==> config.mk <==
export PLATFORM = sky130hd
export DESIGN_NAME = sts_oh_inserter
export DESIGN_NICKNAME = d
export VERILOG_FILES = /design/src/rtl/sts_oh_inserter.sv
export SDC_FILE = /design/constraint.sdc
export NUM_CORES = 1
export LEC_CHECK = 0
export ABC_AREA = 1
export CORE_MARGIN = 3
export CORE_UTILIZATION = 47
export CTS_CLUSTER_DIAMETER = 30
export DETAILED_ROUTE_END_ITERATION = 8
export GPL_TIMING_DRIVEN = 0
export HOLD_SLACK_MARGIN = 0.06
export PLACE_DENSITY = 0.68
export SETUP_SLACK_MARGIN = 0.4
export SLEW_MARGIN = 20
export SYNTH_ARGS = -nofsm -noshare
export SYNTH_HDL_FRONTEND = slang
export SYNTH_SLANG_ARGS = --single-unit
==> constraint.sdc <==
create_clock -name clk -period 2.4 [get_ports clk]
set_input_delay 0.6 -clock clk [delete_from_list [all_inputs] [get_ports clk]]
set_output_delay 0.6 -clock clk [all_outputs]
set_load 0.03 [all_outputs]
==> src/rtl/sts_oh_inserter.sv <==
module sts_oh_inserter #(
  parameter int NUM_STS  = 12,
  parameter int STS_COLS = 90,
  parameter int ROWS     = 9
) (
  input  logic       clk,
  input  logic       rst,
  input  logic [7:0] pay_in,
  input  logic       sof_in,
  input  logic [7:0] oh_in,
  output logic [7:0] data_out,
  output logic       sof_out
);
  localparam int ROW_LEN = NUM_STS * STS_COLS;
  localparam int CW = $clog2(ROW_LEN);
  localparam int RW = $clog2(ROWS);
  localparam logic [CW-1:0] GRP1 = CW'(NUM_STS);
  localparam logic [CW-1:0] GRP2 = CW'(2 * NUM_STS);
  localparam logic [CW-1:0] TOH_END = CW'(3 * NUM_STS);
  localparam logic [CW-1:0] LAST_COL = CW'(ROW_LEN - 1);
  localparam logic [RW-1:0] LAST_ROW = RW'(ROWS - 1);

  logic [CW-1:0] col;
  logic [RW-1:0] row;
  logic [7:0]    acc, b1_hold, out_byte;
  logic          seen;

  wire [CW-1:0] cur_col  = sof_in ? '0 : col;
  wire [RW-1:0] cur_row  = sof_in ? '0 : row;
  wire          at_start = (cur_row == 0) && (cur_col == 0);
  wire          in_toh   = cur_col < TOH_END;

  always_comb begin
    if (!in_toh)                          out_byte = pay_in;
    else if (cur_row == 0 && cur_col < GRP1) out_byte = 8'hF6;
    else if (cur_row == 0 && cur_col < GRP2) out_byte = 8'h28;
    else if (cur_row == 1 && cur_col == 0)   out_byte = b1_hold;
    else if (cur_row == 1 && cur_col < GRP1) out_byte = 8'h00;
    else if (cur_row == 3)                   out_byte = pay_in;
    else                                     out_byte = oh_in;
  end

  always_ff @(posedge clk) begin
    if (rst) begin
      col      <= '0;
      row      <= '0;
      acc      <= '0;
      b1_hold  <= '0;
      seen     <= 1'b0;
      data_out <= '0;
      sof_out  <= 1'b0;
    end else begin
      data_out <= out_byte;
      sof_out  <= at_start;
      if (cur_col == LAST_COL) begin
        col <= '0;
        row <= (cur_row == LAST_ROW) ? '0 : cur_row + 1'b1;
      end else begin
        col <= cur_col + 1'b1;
        row <= cur_row;
      end
      if (at_start) begin
        acc     <= out_byte;
        b1_hold <= seen ? acc : 8'h00;
        seen    <= 1'b1;
      end else begin
        acc <= acc ^ out_byte;
      end
    end
  end

  a_r2_sof_follows: assert property (@(posedge clk) disable iff (rst)
    sof_in |=> sof_out);
  a_r3_frame_starts_a1: assert property (@(posedge clk) disable iff (rst)
    sof_out |-> data_out == 8'hF6);
  a_r6_zero_run: assert property (@(posedge clk) disable iff (rst)
    (cur_row == 1 && cur_col != 0 && cur_col < GRP1) |=> data_out == 8'h00);
  a_r7_pointer_pass: assert property (@(posedge clk) disable iff (rst)
    (cur_row == 3 && in_toh) |=> data_out == $past(pay_in));
  a_r8_overhead_take: assert property (@(posedge clk) disable iff (rst)
    (cur_row == 2 && in_toh) |=> data_out == $past(oh_in));
  a_r9_payload_pass: assert property (@(posedge clk) disable iff (rst)
    !in_toh |=> data_out == $past(pay_in));
endmodule

Word-level counts from Yosys, hierarchy flattened
Index checks and enable logic that the tools add are counted.

Output and inout port bits: 9. Register bits: 41. Word-level logic and storage cells: 37. Input bits: 19.

Reduce and logical (&&, ||, !) cells: 8. Muxes and demuxes: 12. $lt $le $gt $ge: 3. Bitwise operators: 1. $add $sub $neg: 2. Equal/unequal tests: 4.

Operators with widths (number): 8-bit 2-to-1 mux (8); 4-bit 2-to-1 mux (3); 11-bit by 1-bit adder with 11-bit output, second input constant (1); 11-bit equality test, second input constant (1); 11-bit logical NOT (1); 11-bit by 4-bit less-than comparator with 1-bit output, second input constant (1); 11-bit by 5-bit less-than comparator with 1-bit output, second input constant (1); 11-bit by 6-bit less-than comparator with 1-bit output, second input constant (1); 11-bit 2-to-1 mux (1); 8-bit bitwise XOR (1); 1-bit logical AND (5); 4-bit by 1-bit adder with 4-bit output, second input constant (1); 4-bit by 1-bit equality test with 1-bit output, second input constant (1); 4-bit by 2-bit equality test with 1-bit output, second input constant (1); 4-bit equality test, second input constant (1); 4-bit logical NOT (1); 2-bit OR reduction (1).

Longest topological paths before layout
Gate-level depths: netlist of the first run.

Word-level depth: 10. Mapped depth: 17. Mapped depth without buffers: 15.

Worst setup path after synthesis of the first run
No wires, ideal clock.

Kind: input to register. Start: input sof_in. End: register acc[5]. Path buffers: 2. Setup slack: 321 ps. Cell stages on the path: 15. Required time: 2285 ps. Arrival: 1964 ps. Library setup time: 115 ps. Cells stage by stage: inv_4 > buf_6 > nand2_1 > inv_1 > ha_1 > inv_1 > nor2_2 > inv_2 > buf_6 > nand2_1 > o21ai_0 > nand2_1 > nand3_2 > a21oi_1 > nor2_1.

Longest elaborated chain between the ends: 10. Elaborated cells between the ends (all ways): 22. Those cells by class: order compare (3); eq/ne (2); mux (9); bitwise (1); reduce/logical (7).

Ends and longest elaborated chain: from (decl) (RTL line 9) `input logic sof_in,`; 11-bit 2-to-1 mux or 4-bit 2-to-1 mux (tied branches) (RTL line 28, 29); 11-bit by 4-bit less-than comparator with 1-bit output (tied with other cells) (RTL line 35, 38); 1-bit logical AND or 8-bit 2-to-1 mux (tied branches) (RTL line 38, 39); 8-bit 2-to-1 mux (RTL line 38) `else if (cur_row == 1 && cur_col < GRP1) out_byte = 8'h00;`; 8-bit 2-to-1 mux (RTL line 37) `else if (cur_row == 1 && cur_col == 0) out_byte = b1_hold;`; 8-bit 2-to-1 mux (RTL line 36) `else if (cur_row == 0 && cur_col < GRP2) out_byte = 8'h28;`; 8-bit 2-to-1 mux (RTL line 35) `else if (cur_row == 0 && cur_col < GRP1) out_byte = 8'hF6;`; 8-bit 2-to-1 mux (RTL line 34) `if (!in_toh) out_byte = pay_in;`; 8-bit bitwise XOR (RTL line 67) `acc <= acc ^ out_byte;`; 8-bit 2-to-1 mux (*) (RTL line 62) `if (at_start) begin`; to (signal assigned) (RTL line 63) `acc <= out_byte;`; to (signal assigned) (RTL line 67); to (decl) (RTL line 25) `logic [7:0] acc, b1_hold, out_byte;`.

Mark *: on every way between the ends. The rest lies on a longest branch, timed or not. A chain may end at the register's enable or synchronous reset.

Worst setup path in the final report of the first run
Start: input sof_in. End: register acc[4].

The elaborated chain is that of the path after synthesis.

==> results of run 1 <==
## power breakdown
part           leakage, nW  internal [mW]  switching, mW
logic                0.942         0.0803         0.0963
registers            0.337          0.705         0.0109
clock network       0.0443          0.228          0.235
total                 1.32           1.01          0.342
## worst paths after layout
path	start	endpoint	slack, ps	depth (start not counted)
hold reg to reg	acc[2]$_SDFF_PP0_	b1_hold[2]$_SDFFE_PP0P_	480	2
setup reg to reg	col[0]$_SDFF_PP0_	col[8]$_SDFF_PP0_	700	9
setup / recovery	sof_in	acc[4]$_SDFF_PP0_	520	17
hold / removal	acc[2]$_SDFF_PP0_	b1_hold[2]$_SDFFE_PP0P_	480	2
## synth_stat cells (2+ instances only)
library cell	n	area share [%]
nand2_1	99	16
dfxtp_1	41	36
inv_1	32	5.2
nor2_1	28	4.6
a21oi_1	25	5.5
nand3_1	24	5.2
o21ai_0	16	3.5
nand4_1	8	2.2
nand2_2	6	1.6
nand3_2	6	2.6
ha_1	5	2.7
nor2_2	5	1.4
o21ai_1	5	1.1
buf_6	4	2.0
nor3_1	4	0.87
inv_2	3	0.49
nand2_4	3	1.5
nor2_4	3	1.5
clkbuf_1	2	0.33
o21ai_2	2	0.76
or2_2	2	0.55
xor2_1	2	0.76
## metal layers
metal / part of all wire (%) / global-route usage [%]
met5: 0 / 0
met4: 0.98 / 5.44
met3: 5.0 / 4.62
met2: 45 / 31.7
met1: 49 / 29.6
## logic make-up after synthesis
family / after synthesis
simple gates: 192
compound gates: 49
buf+inv: 45
flops: 41
fa+ha+maj: 5
xor+xnor: 3
## cell type report
class / count / area (um2) / area share [%]
multi-input combinational: 249 / 1350 / 46.3
sequential: 41 / 821 / 28.2
timing repair buffer: 36 / 349 / 12.0
inverter: 36 / 150 / 5.17
clock buffer: 7 / 86.3 / 2.97
tap: 65 / 81.3 / 2.80
buffer: 9 / 72.6 / 2.50
## worst max-delay path, delay by kind of cell
kind	cells	cell delay, ps
buffers and inverters	7	630
AND/OR/NAND/NOR	8	630
adder cells (fa/ha/maj)	1	120
AO/OA/AOI/OAI	1	120
## sequential cells by signal, indices dropped and copies added (netlist names)
signal	cells
seen	1
data_out	8
row	4
col	11
sof_out	1
acc	8
b1_hold	8
## stage by stage
stage | std cells | hold WS [ps] | setup WS, ps | TNS, ps
final | 443 | 480 | 521 | 0
after global routing | 443 | 510 | 396 | 0
after CTS | 435 | 484 | 406 | 0
after detailed placement | 426 | 472 | -546 | -14980
after global placement | 426 | 465 | -565 | -15080
after floorplan | 335 | 454 | 406 | 0
## timing repair
action	CTS	global route
gates resized for setup	8	14
cloned	0	1
pin swaps	1	5
setup buffers	2	7
hold buffers	0	0
endpoints found under the setup margin	41	28
==> results.json, run 1 <==
{
  "antenna_cells_inserted": 0,
  "total_track_usage_pct": 20.8,
  "synth-compound-area-share_pct": 11.1,
  "critPathMaxFanout": 6,
  "drt_iter0_drc": 144,
  "ant_nets": 0,
  "finalSetupViolCount": 0,
  "synth_async_sr_flop_share_pct": 0,
  "synth_simple_gate_area_share_pct": 40.2,
  "routed-via-count": 2216,
  "maxSlewHeadroom_pct": 61.1,
  "placement_rows": 24,
  "layout_commonest_cell": "nand2_1",
  "synth_ff_type": "dfxtp_1",
  "clock_sink_count": 41,
  "grt_pass1_vias": 2036,
  "synth_cell_type_count": 32,
  "final_nets": 402,
  "synth-seq-area-share_pct": 35.8,
  "synthesis.area_um2": 2290,
  "crit_slowest_cell": "buf_4",
  "max_slew_violation_total_from_the_final_report": 0,
  "design_area_um2": 2910,
  "grt_pass1_wl_um": 9180,
  "netlist_instances": 335,
  "worst_pin_slew_ps": 583,
  "dr.pass1.iters": 5,
  "start_kind": "input port",
  "cell_area_placed_um2": 2670,
  "post-route-util_pct": 64.1,
  "post-route-min-period_ps": 1880,
  "synth_fa_ha_area_share_pct": 2.73,
  "yosys-mux-area-fraction_pct": 0,
  "cts_h_tree_depth": 2,
  "placement.io_buffers": 26,
  "synthXorXnorAreaFrac_pct": 1.15,
  "nFillCells": 419,
  "power.density_cell_area_nw_per_um2": 467,
  "total_die_area_um2": 5760,
  "arrival_ps": 2110,
  "syn_area_per_cell_um2": 6.85,
  "area_growth_pct": 26.7,
  "synth-warning-count": 0,
  "root_driver": "clkbuf_8",
  "layout_common_cells": "nand2_1 (95), dfxtp_1 (41), inv_1 (30)",
  "die_width_um": 75.9,
  "gp_congestion": 0.849,
  "ioPinCount": 28,
  "floorplan.initialDensity_pct": 50.6,
  "tritoncts.num_buffers": 5,
  "clock.fmax_mhz": 532,
  "critPathCaptureType": "flop",
  "min_path_type": "reg2reg",
  "timing.final.crit_share_pct": 78.3,
  "clock_pin_transition_on_the_worst_setup_and_hold_timing_paths_ps": 80,
  "synth_enable_flop_cells": 0,
  "overflow": 0,
  "tritoncts": "done",
  "skew_ps": 5.96,
  "antenna_violations_before_repair": 0,
  "leakagePower_nw": 1.32,
  "layout-drive-gt1-share_pct": 17.5,
  "cp.required_ps": 2630,
  "vias_per_cell": 5.00,
  "run_status": "finished, final reports clean",
  "timing_hold_violations_final": 0,
  "max_cap_violations": 0,
  "route.final.wire_length_um": 5500,
  "detailed_place_hpwl_um": 3950,
  "drcViolationCount": 0,
  "path_class": "in2reg",
  "synth_top_family_by_area": "simple AND/OR/NAND/NOR gates",
  "pin_count_of_the_biggest_net_entering_global_routing": 12,
  "unrepaired_setup_endpoints_after_global_routing": "no",
  "core_um2": 4530,
  "worstPathCellList": "buf_6 > inv_8 > buf_8 > nand2_4 > inv_4 > ha_4 > inv_1 > nor2_4 > inv_4 > buf_4 > o21ai_1 > nand2_1 > nand2_1 > nand2_2 > nand3_2 > nand2_1 > nor2_1",
  "synth_nets": 359,
  "path_common_cell": "nand2_1",
  "post_drt_wl_per_cell_um": 12.4,
  "max_stage_delay_ps": 150,
  "vdd.ir_drop.worst_uv": 301,
  "synth.ff_latch_count": 41,
  "report.power.total_mw": 1.36,
  "clock_tree.buffer_depth": 2,
  "die_y_um": 75.9,
  "clk-insertion-delay-late_ps": 290
}
Note: power is estimated with default switching activity, not from simulation.
==> inputs of run 2 (changes only) <==
Clock period 2.4 ns to 1.86 ns, I/O delays scaled along.
==> run 2 against run 1 <==
Non-clock buffer count rose by 18. Wire length is 28% higher. Hold slack worse by 2.0 ps. Critical path depth fell by 1. Total power grew 39%. Register-to-register slack worse by 530 ps. Sequential power grew 29%. Sequential cell count unchanged. Die area unchanged. Largest power group unchanged.
==> results.json, run 2 (same netlist as run 1, synthesis figures left out) <==
{
  "hold_ws_ps": 478,
  "detailed_place_hpwl_um": 3930,
  "skew_ps": 3.57,
  "critPathTopFamily": "buffers and inverters",
  "tritoncts": "done",
  "overflow": 0,
  "antenna_cells_inserted": 0,
  "routed-via-count": 2464,
  "dr.pass1.iters": 5,
  "vias_per_cell": 5.32,
  "clock_sink_count": 41,
  "area_growth_pct": 54.3,
  "max_slew_violation_total_from_the_final_report": 0,
  "finalSetupViolCount": 0,
  "critPathMaxFanout": 5,
  "area.sequential_um2": 827,
  "route.final.wire_length_um": 7050,
  "worstPathCellList": "buf_12 > inv_12 > buf_12 > nand2_8 > inv_8 > ha_4 > inv_2 > nor2_4 > inv_4 > buf_6 > o21ai_2 > nand2_1 > nand2_1 > nand2_2 > a21oi_2 > nor2_1",
  "die_y_um": 75.9,
  "start_kind": "input port",
  "power.density_cell_area_nw_per_um2": 533,
  "pin_count_of_the_biggest_net_entering_global_routing": 13,
  "layout-drive-gt1-share_pct": 47.0,
  "drt_iter0_drc": 147,
  "antenna_violations_before_repair": 0,
  "worst_pin_slew_ps": 406,
  "root_driver": "clkbuf_8",
  "placement_rows": 24,
  "min_path_type": "reg2reg",
  "clock_tree.buffer_depth": 2,
  "ioPinCount": 28,
  "post_drt_wl_per_cell_um": 15.2,
  "hold_buffers": 0,
  "setup_ws_ps": 134,
  "die_width_um": 75.9,
  "max_stage_delay_ps": 150,
  "layout_commonest_cell": "nand2_1",
  "dp_slack_ps": -1040,
  "leakagePower_nw": 1.57,
  "clock_pin_transition_on_the_worst_setup_and_hold_timing_paths_ps": 80,
  "grt_pass1_vias": 2219,
  "post-route-util_pct": 78.1,
  "drcViolationCount": 0,
  "final_nets": 421,
  "largest-register": "col",
  "arrival_ps": 1930,
  "max_ffs_per_register": 11,
  "crit_slowest_cell": "a21oi_2",
  "max_cap_violations": 0,
  "floorplan.initialDensity_pct": 50.6,
  "maxSlewHeadroom_pct": 73.0,
  "clock.fmax_mhz": 579,
  "grt_pass1_wl_um": 10200,
  "cts_h_tree_depth": 2,
  "tritoncts.num_buffers": 5,
  "core_um2": 4530,
  "multi_input_comb_area_um2": 1770,
  "cp.required_ps": 2060,
  "layout_common_cells": "nand2_1 (62), dfxtp_1 (36), nand2_2 (35)",
  "ant_nets": 0,
  "placement.io_buffers": 26,
  "post-route-min-period_ps": 1730,
  "nFillCells": 322,
  "vdd.ir_drop.worst_uv": 487,
  "timing.final.crit_share_pct": 92.8,
  "gp_congestion": 0.841,
  "total_die_area_um2": 5760,
  "path_class": "in2reg",
  "timing_hold_violations_final": 0,
  "critPathCaptureType": "flop",
  "crit_buf_inv": 7,
  "total_track_usage_pct": 23.3,
  "unrepaired_setup_endpoints_after_global_routing": "yes",
  "clk-insertion-delay-late_ps": 300,
  "run_status": "finished, final reports clean"
}
[run 2: layer usage]
metal  track usage [%]  vias up  routed length (um)
li1                  -     1212                   -
met1              31.0     1177                3010
met2              38.2       60                3560
met3              4.22       15                 337
met4              6.80        0                 148
met5                 0        -                   0
[run 2: area by class of cell]
class / count / area share [%]
plain buffers: 9 / 2.55
clock buffers: 7 / 2.72
clock inverters: 1 / 0.141
inverters: 36 / 4.52
multi-input cells: 250 / 50.0
flip-flops and latches: 41 / 23.4
well taps: 65 / 2.30
repair buffers: 54 / 14.4
[run 2: repair_timing]
item	4_1_cts	5_1_grt
endpoints found under the setup margin	50	49
hold endpoints to repair	0	0
resized for setup	90	84
cloned	4	0
pin swaps	21	33
buffers inserted	17	8
[run 2: worst paths after layout]
check	start	end	slack (ps)	depth (start not counted)
min reg2reg	b1_hold[0]$_SDFFE_PP0P_	b1_hold[0]$_SDFFE_PP0P_	480	2
max reg2reg	row[1]$_SDFF_PP0_	acc[2]$_SDFF_PP0_	170	13
max	sof_in	acc[2]$_SDFF_PP0_	130	16
min	b1_hold[0]$_SDFFE_PP0P_	b1_hold[0]$_SDFFE_PP0P_	480	2
[run 2: per-stage QoR]
| stage | TNS (ps) | instances | cell area, um2 | power [mW] |
|---|---|---|---|---|
| after floorplan | 0 | 335 | 2400 | 1.07 |
| after global placement | -35470 | 426 | 2740 | 1.16 |
| after detailed placement | -35590 | 426 | 2740 | 1.16 |
| after CTS | 0 | 455 | 3240 | 1.86 |
| after global routing | 0 | 463 | 3540 | 1.94 |
| final | 0 | 463 | 3540 | 1.89 |
[run 2: power breakdown]
group          internal (mW)  switching, mW  total, mW
clock                  0.336          0.321      0.656
combinational          0.136          0.168      0.305
sequential             0.911         0.0163      0.927
total                   1.38          0.506       1.89
[run 2: worst min-delay path, cell delays in order, from the launching register on]
cell and delay (ps):
dfxtp_1 320, nand3_1 70, o21ai_1 50
